--- src/rtl/qptx_pkg.sv ---
`timescale 1ns/1ps
package qptx_pkg;
  // Strobes sent from control to datapath
  typedef struct packed {
    logic load;   // capture and encode payload this clock
  } qptxStrobe_t;
endpackage

--- src/rtl/qptx_grp_enc.sv ---
`timescale 1ns/1ps
module qptx_grp_enc #(
  parameter int GRP_W = 16
) (
  input  logic [GRP_W-1:0] dIn,
  output logic [GRP_W-1:0] dOut,
  output logic             invOut,
  output logic             parOut
);
  localparam int CNT_W = $clog2(GRP_W + 1);
  localparam int HALF  = GRP_W / 2;

  logic [CNT_W-1:0] onesCnt;

  always_comb begin
    onesCnt = CNT_W'($countones(dIn));
    invOut  = (onesCnt > CNT_W'(HALF));
    dOut    = invOut ? ~dIn : dIn;
    parOut  = ^dOut;
  end
endmodule

--- src/rtl/qptx_datapath.sv ---
`timescale 1ns/1ps
module qptx_datapath
  import qptx_pkg::*;
#(
  parameter int BUS_W  = 64,
  parameter int GRP_W  = 16,
  parameter int PHASES = 4
) (
  input  logic                      clk,
  input  logic                      rstN,
  input  qptxStrobe_t               strobe,
  input  logic [PHASES*BUS_W-1:0]   payloadIn,
  output logic [PHASES*BUS_W-1:0]   busOut,
  output logic [PHASES*BUS_W/GRP_W-1:0] dbiOut,
  output logic [PHASES*BUS_W/GRP_W-1:0] parOut
);
  localparam int NGRP  = BUS_W / GRP_W;
  localparam int NSLOT = PHASES * NGRP;

  logic [PHASES*BUS_W-1:0] encBus;
  logic [NSLOT-1:0]        encInv;
  logic [NSLOT-1:0]        encPar;

  for (genvar p = 0; p < PHASES; p++) begin : g_phase
    for (genvar g = 0; g < NGRP; g++) begin : g_grp
      localparam int SLOT = p * NGRP + g;
      qptx_grp_enc #(.GRP_W(GRP_W)) enc_i (
        .dIn   (payloadIn[SLOT*GRP_W +: GRP_W]),
        .dOut  (encBus[SLOT*GRP_W +: GRP_W]),
        .invOut(encInv[SLOT]),
        .parOut(encPar[SLOT])
      );
    end
  end

  always_ff @(posedge clk) begin
    if (!rstN) begin
      busOut <= '0;
      dbiOut <= '0;
      parOut <= '0;
    end else if (strobe.load) begin
      busOut <= encBus;
      dbiOut <= encInv;
      parOut <= encPar;
    end else begin
      busOut <= '0;
      dbiOut <= '0;
      parOut <= '0;
    end
  end
endmodule

--- src/rtl/qptx_ctrl.sv ---
`timescale 1ns/1ps
module qptx_ctrl
  import qptx_pkg::*;
#(
  parameter int LEN_W = 4
) (
  input  logic             clk,
  input  logic             rstN,
  input  logic             startIn,
  input  logic [LEN_W-1:0] lenIn,
  input  logic             stallIn,
  output qptxStrobe_t      strobe,
  output logic             rdyOut,
  output logic             busyOut
);
  logic             active;
  logic             multi;
  logic [LEN_W-1:0] remain;
  logic             fire;

  assign fire        = active && !stallIn;
  assign strobe.load = fire;

  always_ff @(posedge clk) begin
    if (!rstN) begin
      active  <= 1'b0;
      multi   <= 1'b0;
      remain  <= '0;
      rdyOut  <= 1'b0;
      busyOut <= 1'b0;
    end else begin
      if (!active) begin
        if (startIn && (lenIn != '0)) begin
          active <= 1'b1;
          remain <= lenIn;
          multi  <= (lenIn > LEN_W'(1));
        end
      end else if (!stallIn) begin
        remain <= remain - LEN_W'(1);
        if (remain == LEN_W'(1)) active <= 1'b0;
      end
      rdyOut  <= fire;
      busyOut <= active && multi;
    end
  end
endmodule

--- src/rtl/qptx_top.sv ---
`timescale 1ns/1ps
module qptx_top
  import qptx_pkg::*;
#(
  parameter int BUS_W  = 64,
  parameter int GRP_W  = 16,
  parameter int PHASES = 4,
  parameter int LEN_W  = 4
) (
  input  logic                          clk,
  input  logic                          rstN,
  input  logic                          startIn,
  input  logic [LEN_W-1:0]              lenIn,
  input  logic                          stallIn,
  input  logic [PHASES*BUS_W-1:0]       payloadIn,
  output logic [PHASES*BUS_W-1:0]       busOut,
  output logic [PHASES*BUS_W/GRP_W-1:0] dbiOut,
  output logic [PHASES*BUS_W/GRP_W-1:0] parOut,
  output logic                          rdyOut,
  output logic                          busyOut
);
  qptxStrobe_t strobe;

  qptx_ctrl #(.LEN_W(LEN_W)) ctrl_i (
    .clk(clk), .rstN(rstN), .startIn(startIn), .lenIn(lenIn),
    .stallIn(stallIn), .strobe(strobe), .rdyOut(rdyOut), .busyOut(busyOut)
  );

  qptx_datapath #(.BUS_W(BUS_W), .GRP_W(GRP_W), .PHASES(PHASES)) dp_i (
    .clk(clk), .rstN(rstN), .strobe(strobe), .payloadIn(payloadIn),
    .busOut(busOut), .dbiOut(dbiOut), .parOut(parOut)
  );
endmodule

--- config.mk ---
export PLATFORM = sky130hd
export DESIGN_NAME = qptx_top
export DESIGN_NICKNAME = d
export VERILOG_FILES = /design/src/rtl/qptx_pkg.sv /design/src/rtl/qptx_grp_enc.sv /design/src/rtl/qptx_datapath.sv /design/src/rtl/qptx_ctrl.sv /design/src/rtl/qptx_top.sv
export SDC_FILE = /design/constraint.sdc
export NUM_CORES = 1
export LEC_CHECK = 0
export BUFFER_PORTS_ARGS = -buffer_cell sky130_fd_sc_hd__buf_2
export CAP_MARGIN = 5
export CORE_ASPECT_RATIO = 0.5
export CORE_UTILIZATION = 55
export DETAILED_ROUTE_END_ITERATION = 8
export GPL_TIMING_DRIVEN = 0
export PLACE_DENSITY = 0.9
export SLEW_MARGIN = 20
export SYNTH_ARGS = -nofsm -noshare
export SYNTH_HDL_FRONTEND = slang
export SYNTH_SLANG_ARGS = --single-unit
--- constraint.sdc ---
create_clock -name clk -period 7.1 [get_ports clk]
set_input_delay 1.42 -clock clk [delete_from_list [all_inputs] [get_ports clk]]
set_output_delay 1.42 -clock clk [all_outputs]
set_load 0.005 [all_outputs]
==> reports/qor.csv <==
metric;value;unit
Core ar.;0.0381;mm2
Critical Path RT;7530;ps
most frequent CP cell;fa_1;
Worst Max-Slew Pin Slew;1150;ps
Synth Cell Area;0.0217;mm2
Critical Path Start Type;input pin;
GRT overflow;0;
worst min-delay path class;reg -> reg;
Clock Pin Slew Worst Setup and Hold Paths;70;ps
DRT met1 WL;25200;um
vias per cell;5.17;
root buf cell;clkbuf_16;
Slew Viols, Final;0;
Routed Antenna Nets;0;
arrival time worst endpoint;6740;ps
# DRC;0;
slack of the worst reg-to-reg path;4700;ps
detailed-route via count;18100;
routed wl met3;3310;um
run status;complete, no violations;
FF+latch count, synth;296;
minimum clock period after layout;6310;ps
first drt pass iteration count;7;
Bufs and invs on worst path;4;
yosys warns;0;
Num CTS Buffers;28;
final setup fails;0;
Final Hold Viols;0;
synthesis-to-finish area growth;20.3;%
Lkg Pwr;13.7;nW
Max-Cap Viols;0;
CTS max path bufs;3;
CP endpoint kind;flop;
critical-path cell list;buf_2 > fa_1 > ha_1 > inv_1 > fa_1 > fa_1 > fa_1 > fa_1 > fa_1 > fa_1 > xor2_1 > a31oi_1 > o2bb2ai_1 > a311oi_1 > buf_4 > buf_6 > mux2i_1;
GRT Total Usage;30.7;%
DP Worst Slack;297;ps
First DRT Iteration DRCs;1194;
HPWL after DPL;51600;um
number of post-CTS setup repair buffers;0;
fin nets;3534;
critical path's slowest cell;fa_1;
routed wl met2;31600;um
die area;0.0403;mm2
post-cts gate resize count;0;
setup tns final;0;ps
first-pass GRT wire length;96300;um
PwrDens;358;mW/mm2
Clock Skew;10.4;ps
Post-Syn Instances;2349;
largest net degree at the start of global routing;16;
CTS HTree Levels;1;
number of cells on the critical path;17;
vias in the first global route;18300;
library cells used by synthesis;46;
syn nets;2951;
std cell rows;50;
VDD IR-drop max;274;uV
post-route clock period utilization;88.9;%
commonest non-fill, non-tap cell in the layout;buf_2;
CTS tree;built;
initial cell density of the core;56.9;%
cell family with most CP delay;adder cells;
unrepaired setup endpoints after global routing;no;
most frequent cells in the layout;buf_2, nand2_1, inv_1;
hold buffer count at CTS;0;
max_slew headroom;23.1;%
Setup CP Type;in -> reg;
crit path max fanout;10;
top layer in use;met5;
Worst R2R Path Depth;8;
sequential area share after synthesis;27.3;%
Placer Congestion;0.985;
IO Port Bufs;553;
initial antenna violation count;23;
final setup margin;785;ps
Clock Sinks;296;
die span in y;142;um
WL per Instance;18.2;um
Mean Syn Cell Area;9.23;um2
hold path depth;1;
fmax;158;MHz
worst-skew pair later-pin latency;560;ps
slowest stage delay, CP;550;ps
layout cells sized above 1;23.3;%
die width;283;um
final wirelength;63700;um
IO Count;554;
cells by family after synthesis:
logic type / count (synthesis) / share of synthesized area (%)
AND/OR/NAND/NOR: 622 / 12.3
buffers and inverters: 509 / 10.5
adder cells (fa/ha/maj): 338 / 25.6
flip-flops: 296 / 27.3
multiplexers: 256 / 11.8
XOR/XNOR: 240 / 9.70
AO/OA/AOI/OAI: 88 / 2.76
registers in the layout, summed over array words and instances, names as in the netlist:
register        flops
dp_i.busOut       256
dp_i.dbiOut        16
dp_i.parOut        16
ctrl_i.remain       4
ctrl_i.active       1
ctrl_i.busyOut      1
ctrl_i.multi        1
ctrl_i.rdyOut       1
area by class of cell:
cell class	instances	area [um2]
flip-flops and latches	296	5930
diodes	24	60.1
inverters	418	1570
multi-input cells	1544	13500
plain buffers	91	709
well taps	520	651
fillers	2855	12000
clock inverters	15	128
clock buffers	36	782
repair buffers	553	2770
worst reg2reg max path, stage by stage (launching register included):
cell      delay [ps]
dfxtp_1          450
and2b_1          230
nand2_2          170
clkinv_2         220
buf_6            200
buf_4            250
buf_2            280
nand2_1           80
mux2i_1          360
worst paths after layout:
| check | from | endpoint |
|---|---|---|
| max | payloadIn[128] | dp_i.busOut[142] |
| min reg2reg | ctrl_i.multi | ctrl_i.busyOut |
| max reg2reg | ctrl_i.active | dp_i.busOut[220] |
| min | ctrl_i.multi | ctrl_i.busyOut |
Yosys cell counts (all sizes together):
master	instances	area share [%]
and2b	1	0.035
nor3	2	0.046
xor2	47	1.9
inv	417	7.2
or4	4	0.14
nand3	13	0.30
a2bb2oi	1	0.040
o41ai	1	0.040
nor2b	25	0.76
ha	162	9.4
nand3b	3	0.10
mux2i	256	12
o21bai	1	0.035
o2111ai	3	0.12
and3	1	0.029
nand2	454	7.9
nor2	40	0.69
a311oi	11	0.44
o311a	1	0.046
dfxtp	296	27
or3	1	0.029
fa	176	16
a221oi	1	0.040
a21o	1	0.035
a32oi	1	0.040
clkinv	1	0.023
o211ai	1	0.035
nand2b	78	2.3
clkbuf	7	0.12
a22oi	2	0.069
o21ai	20	0.46
o32a	1	0.046
buf	84	3.1
a21boi	1	0.035
a31oi	16	0.46
o2bb2ai	12	0.48
a21oi	14	0.32
xnor2	193	7.8
through the flow:
stage	std cells	area, um2	hold WS [ps]	power [mW]	util, %
floorplan	2349	21700	453	6.46	-
global placement	3422	25100	462	7.48	65.9
detailed placement	3422	25100	485	7.74	65.9
CTS	3473	26000	496	9.30	68.2
global route	3492	26100	501	9.91	68.4
finish	3497	26100	492	9.32	68.4
power breakdown:
part / internal, mW / leakage (nW) / switching, mW
Sequential: 1.85 / 2.40 / 0.0663
Clock: 0.821 / 0.435 / 0.720
Combinational: 2.79 / 10.9 / 3.07
layer usage:
layer  up-vias  track usage, %
met2       665            53.4
met5         -               0
li1       8320               -
met1      8851            37.1
met4         8            16.1
met3       230            4.38
(Power assumes the default switching activity.)
